==> src/rtl/rr_iso_pkg.sv <==
package rr_iso_pkg;
  typedef enum logic {
    ISO_OPEN   = 1'b0,
    ISO_CLOSED = 1'b1
  } iso_state_e;
endpackage

==> src/rtl/rr_iso_ctrl.sv <==
// Host-controlled open/closed state; drives the common enable.
module rr_iso_ctrl
  import rr_iso_pkg::*;
(
  input  logic       clk,
  input  logic       rst_n,
  input  logic       wr_i,
  input  logic       close_i,
  output iso_state_e state_o,
  output logic       en_o
);
  iso_state_e state_q;

  always_ff @(posedge clk) begin
    if (!rst_n)    state_q <= ISO_OPEN;
    else if (wr_i) state_q <= close_i ? ISO_CLOSED : ISO_OPEN;
  end

  assign state_o = state_q;
  assign en_o    = (state_q == ISO_OPEN);

  // without a write the state never moves
  p_state_hold_r2: assert property (@(posedge clk) disable iff (!rst_n)
    !wr_i |=> $stable(state_q));
endmodule

==> src/rtl/rr_iso_slice.sv <==
// One-entry valid/ready register slice whose every update is gated by en_i.
module rr_iso_slice #(
  parameter int W = 32
) (
  input  logic         clk,
  input  logic         rst_n,
  input  logic         en_i,
  input  logic         in_valid_i,
  output logic         in_ready_o,
  input  logic [W-1:0] in_data_i,
  output logic         out_valid_o,
  input  logic         out_ready_i,
  output logic [W-1:0] out_data_o
);
  logic         full_q;
  logic [W-1:0] data_q;
  logic         take, give;

  assign in_ready_o  = en_i & (~full_q | out_ready_i);
  assign out_valid_o = en_i & full_q;
  assign out_data_o  = data_q;
  assign take        = in_valid_i & in_ready_o;
  assign give        = out_valid_o & out_ready_i;

  always_ff @(posedge clk) begin
    if (!rst_n) begin
      full_q <= 1'b0;
      data_q <= '0;
    end else begin
      if (take)      data_q <= in_data_i;
      if (take)      full_q <= 1'b1;
      else if (give) full_q <= 1'b0;
    end
  end

  // a stalled word stays put
  p_stall_hold_r3: assert property (@(posedge clk) disable iff (!rst_n)
    (out_valid_o && !out_ready_i) |=> (full_q && $stable(data_q)));

  // nothing moves in the slice while the boundary is closed
  p_frozen_r7: assert property (@(posedge clk) disable iff (!rst_n)
    !en_i |=> ($stable(full_q) && $stable(data_q)));
endmodule

==> src/rtl/rr_iso_flags.sv <==
// Registered flag vector, cleared and masked while the boundary is closed.
module rr_iso_flags #(
  parameter int W = 4
) (
  input  logic         clk,
  input  logic         rst_n,
  input  logic         en_i,
  input  logic [W-1:0] d_i,
  output logic [W-1:0] q_o
);
  logic [W-1:0] q_q;

  always_ff @(posedge clk) begin
    if (!rst_n) q_q <= '0;
    else        q_q <= en_i ? d_i : '0;
  end

  assign q_o = en_i ? q_q : '0;

  // an edge taken while closed leaves the register clear
  p_clear_r9: assert property (@(posedge clk) disable iff (!rst_n)
    !en_i |=> (q_q == '0));

  // open on two consecutive edges means a one-cycle copy of the input
  p_follow_r8: assert property (@(posedge clk) disable iff (!rst_n)
    (en_i && $past(en_i) && $past(rst_n)) |-> (q_o == $past(d_i)));
endmodule

==> src/rtl/rr_isolator.sv <==
module rr_isolator
  import rr_iso_pkg::*;
#(
  parameter int DATA_W = 32,
  parameter int FLAG_W = 4
) (
  input  logic              clk,
  input  logic              rst_n,
  input  logic              ctl_wr,
  input  logic              ctl_close,
  output logic              sts_closed,
  input  logic              st_tx_valid,
  output logic              st_tx_ready,
  input  logic [DATA_W-1:0] st_tx_data,
  output logic              rg_rx_valid,
  input  logic              rg_rx_ready,
  output logic [DATA_W-1:0] rg_rx_data,
  input  logic              rg_tx_valid,
  output logic              rg_tx_ready,
  input  logic [DATA_W-1:0] rg_tx_data,
  output logic              st_rx_valid,
  input  logic              st_rx_ready,
  output logic [DATA_W-1:0] st_rx_data,
  input  logic [FLAG_W-1:0] rg_flag_i,
  output logic [FLAG_W-1:0] st_flag_o,
  input  logic [FLAG_W-1:0] st_flag_i,
  output logic [FLAG_W-1:0] rg_flag_o
);
  iso_state_e state;
  logic       en;

  rr_iso_ctrl u_ctrl (
    .clk(clk), .rst_n(rst_n), .wr_i(ctl_wr), .close_i(ctl_close),
    .state_o(state), .en_o(en)
  );

  assign sts_closed = (state == ISO_CLOSED);

  // static -> region stream
  rr_iso_slice #(.W(DATA_W)) u_s2r (
    .clk(clk), .rst_n(rst_n), .en_i(en),
    .in_valid_i(st_tx_valid), .in_ready_o(st_tx_ready), .in_data_i(st_tx_data),
    .out_valid_o(rg_rx_valid), .out_ready_i(rg_rx_ready), .out_data_o(rg_rx_data)
  );

  // region -> static stream
  rr_iso_slice #(.W(DATA_W)) u_r2s (
    .clk(clk), .rst_n(rst_n), .en_i(en),
    .in_valid_i(rg_tx_valid), .in_ready_o(rg_tx_ready), .in_data_i(rg_tx_data),
    .out_valid_o(st_rx_valid), .out_ready_i(st_rx_ready), .out_data_o(st_rx_data)
  );

  rr_iso_flags #(.W(FLAG_W)) u_r2s_flags (
    .clk(clk), .rst_n(rst_n), .en_i(en), .d_i(rg_flag_i), .q_o(st_flag_o)
  );

  rr_iso_flags #(.W(FLAG_W)) u_s2r_flags (
    .clk(clk), .rst_n(rst_n), .en_i(en), .d_i(st_flag_i), .q_o(rg_flag_o)
  );

  // static-to-region side fully quiet while the status reads closed
  p_isolated_r5: assert property (@(posedge clk) disable iff (!rst_n)
    sts_closed |-> (!rg_rx_valid && !st_tx_ready && rg_flag_o == '0));

  // region-to-static side fully quiet while the status reads closed
  p_isolated_r6: assert property (@(posedge clk) disable iff (!rst_n)
    sts_closed |-> (!st_rx_valid && !rg_tx_ready && st_flag_o == '0));

  // data toward static logic is held across closed cycles
  p_data_hold_r6: assert property (@(posedge clk) disable iff (!rst_n)
    (sts_closed && $past(sts_closed)) |-> $stable(st_rx_data));
endmodule

==> config.mk <==
export PLATFORM = sky130hd
export DESIGN_NAME = rr_isolator
export DESIGN_NICKNAME = d
export VERILOG_FILES = /design/src/rtl/rr_iso_pkg.sv /design/src/rtl/rr_iso_ctrl.sv /design/src/rtl/rr_iso_slice.sv /design/src/rtl/rr_iso_flags.sv /design/src/rtl/rr_isolator.sv
export SDC_FILE = /design/constraint.sdc
export NUM_CORES = 1
export LEC_CHECK = 0
export ABC_AREA = 1
export BUFFER_PORTS_ARGS = -buffer_cell sky130_fd_sc_hd__buf_2
export CAP_MARGIN = 20
export CORE_AREA = 2 2 97 99
export CTS_CLUSTER_SIZE = 25
export DETAILED_ROUTE_END_ITERATION = 8
export DIE_AREA = 0 0 99 101
export GPL_TIMING_DRIVEN = 1
export PLACE_DENSITY = 0.75
export SYNTH_ARGS = -nofsm -noshare
export SYNTH_HDL_FRONTEND = slang
export SYNTH_HIERARCHICAL = 1
export SYNTH_SLANG_ARGS = --single-unit
==> constraint.sdc <==
create_clock -name clk -period 1.3 [get_ports clk]
set_input_delay 0.13 -clock clk [delete_from_list [all_inputs] [get_ports clk]]
set_output_delay 0.13 -clock clk [all_outputs]
set_load 0.005 [all_outputs]
==> results.toml <==
[worst_setup_path]
crit_path_end_kind = "output pin"
cpPeakStageDelay_ns = 0.35
worstPathMaxFanout = 5
worstSetupPathType = "flip-flop to output pin"
crit_required_ns = 1.17
reg2reg_slack_ns = 0.02
path_cells = "inv_4 > buf_12 > buf_12 > nand2_2 > inv_1 > buf_2"
timing.rr.end = "u_r2s/out_data_o[7]"
critPathSlowestCell = "dfxtp_2"
crit_path_start_kind = "flip-flop"
worstReg2RegStart = "u_ctrl/state_o"
crit_top_cell = "buf_12"
rr_worst_depth = 7
cp.arrival_ns = 1.19

[pwr]
switching_share = 0.259
total_power_mw = 6.30
p_leak_nw = 3.42
seqPwrFrac = 0.412
p_comb_frac = 0.205
switchingPower_mw = 1.63
power.internal_mw = 4.67
p_per_area_nw_per_um2 = 1200
p_clk_frac = 0.383
ir_drop_mv = 0.592

[timing]
finClkSkew_ns = 0.00973
worst_slack_ns = -0.0189
worst_pin_slew_ns = 0.337
slew_headroom = 0.775
rsz0062_at_grt = "yes"
max_clock_freq_mhz = 758
finalSetupViolCount = 3
setup_tns_ns = -0.0368
maxSlewViolCount = 0
fin_crit_ns = 1.32
fin_worst_hold_slack_ns = 0.0257
period_share = 1.01
finalHoldViolations = 0

[routing]
wl_per_cell_um = 11.1
avgViaCountPerCell = 4.38
ant_nets = 0
drt-initial-drc-count = 121
dr.pass1.iters = 4
vias = 3931
wl_um = 9950
drc_errors = 0

[yosys]
netlist_top_cells_area = "dfxtp_1 (39%), inv_1 (21%), nand2_1 (14%), nand4_1 (10%), nor2_1 (7.2%)"
ys_warn_count = 6
ys_ff_latch = 75
yosys.area.top_type = "dfxtp_1"
synth_top_cell_area_share = 0.391
avgSynthCellArea_um2 = 6.22
synth_nets = 697
ys_seq_area_frac = 0.391
synth.distinct_cells = 16
syn_area_um2 = 3840
syn-instance-count = 617

[global_routing]
grt_pass1_wl_um = 16100
antenna_found_initial = 0
grt_max_degree = 70
top_usage_layer = "met2"
use_met1 = 0.235
grtUsageTotal = 0.197
met3_usage = 0.0465
gr-total-overflow = 0
grt_pass1_vias = 3707
gr-usage-met2 = 0.355

[clock_tree]
clockBufferDepth = 2
insertion_delay_ns = 0.33
clk_pin_slew_worst_paths_ns = 0.07
htree_levels = 3
cts_buffers = 9
cts_sinks = 75
cts_tree = "done"
cts_root_buf = "clkbuf_8"

[floorplan]
core_area_um2 = 8980
die_w_um = 99
ios = 157
rows = 35
die-area_um2 = 10000
die_h_um = 101
initial_utilization = 0.427

[layout]
final_common_cell = "inv_1"
fin_nets = 861
drive_gt1_frac = 0.277
final_cells = 897
ff_latch_area_um2 = 1500
utilization = 0.586
diodes = 0
area_growth_pct = 37.1
final_area_um2 = 5260
mostFrequentLayoutCells = "inv_1 (212), buf_2 (156), nand2_1 (132), nor2_1 (74), dfxtp_1 (74)"
multi_input_area_um2 = 1370
fillCellCount = 903

[place]
place_ws_ns = 0.0503
placed_area_um2 = 4710
dp_hpwl_um = 6380
place_inst = 862
io_buffer_count = 156
gp_congestion = 0.776

[hold_path]
whs_path_depth = 3
min_to = "u_r2s_flags/q_q[3]"
hold_start = "rg_flag_i[3]"
min_path_type = "input port to flip-flop"

[flow_run]
maxCapViolCount = 0

[run_status]
status = "finished with violations"
failed_checks = "setup timing"
## routing by layer
layer	part of all wire	vias to the layer above
met5	0	-
met4	0.013	0
met3	0.053	13
met2	0.50	112
met1	0.44	1728
li1	-	2078
## Yosys cell counts, drive strengths merged
master	n
a21boi	2
a21oi	2
buf	28
clkbuf	8
dfxtp	75
inv	216
nand2	144
nand3	2
nand4	64
nor2	74
o21ai	2
## layout make-up
cell class                 count  area share
sequential                    75       0.286
multi-input combinational    292       0.261
timing repair buffer         187       0.220
tap                          111      0.0264
clock inverter                 4      0.0228
clock buffer                  12      0.0295
inverter                     216       0.156
## flip-flops by register name, summed over array words and instances, names as in the netlist
signal	count
u_s2r_flags/q_q	4
u_r2s/out_data_o	32
u_r2s/full_q	1
u_r2s_flags/q_q	4
u_ctrl/state_o	1
u_s2r/out_data_o	32
u_s2r/full_q	1
## worst max-delay path, delay by kind of cell, from the launching register on
family / cells / cell delay, ns
buffers and inverters: 5 / 0.43
flip-flops: 1 / 0.35
AND/OR/NAND/NOR: 1 / 0.07
## worst max-delay path by stage
stage / cells after the start / slack (ns) / to / startpoint
after floorplan: 6 / 0.08 / u_r2s/out_data_o[0] / u_ctrl/state_o
after global placement: 6 / 0.11 / u_r2s/out_data_o[19] / u_ctrl/state_o
after detailed placement: 6 / 0.05 / u_r2s/out_data_o[31] / u_ctrl/state_o
after CTS: 6 / -0.04 / rg_tx_ready / u_ctrl/state_o
after global routing: 6 / -0.1 / rg_tx_ready / u_ctrl/state_o
final: 6 / -0.02 / st_rx_valid / u_ctrl/state_o
## cells by family after synthesis
group | after synthesis | share of synthesized area
DFF | 75 | 0.391
and+or+nand+nor | 284 | 0.332
AOI/OAI and AO/OA | 6 | 0.00913
buffers and inverters | 252 | 0.267
## power by group through the flow
stage	Combinational [mW]	Clock, mW	Sequential [mW]
5_1_grt	1.48	2.59	2.62
4_1_cts	1.27	2.48	2.60
2_1_floorplan	0.704	0	2.66
3_5_place_dp	1.17	0	2.65
6_report	1.29	2.41	2.60
3_3_place_gp	1.16	0	2.64
## repair_timing
item	CTS	global route
cloned	2	2
endpoints found under the hold margin	7	0
hold buffers	7	0
buffers inserted	8	0
endpoints found under the setup margin	9	45
resized for setup	11	11
No activity file was read; power rests on OpenSTA's default activity.
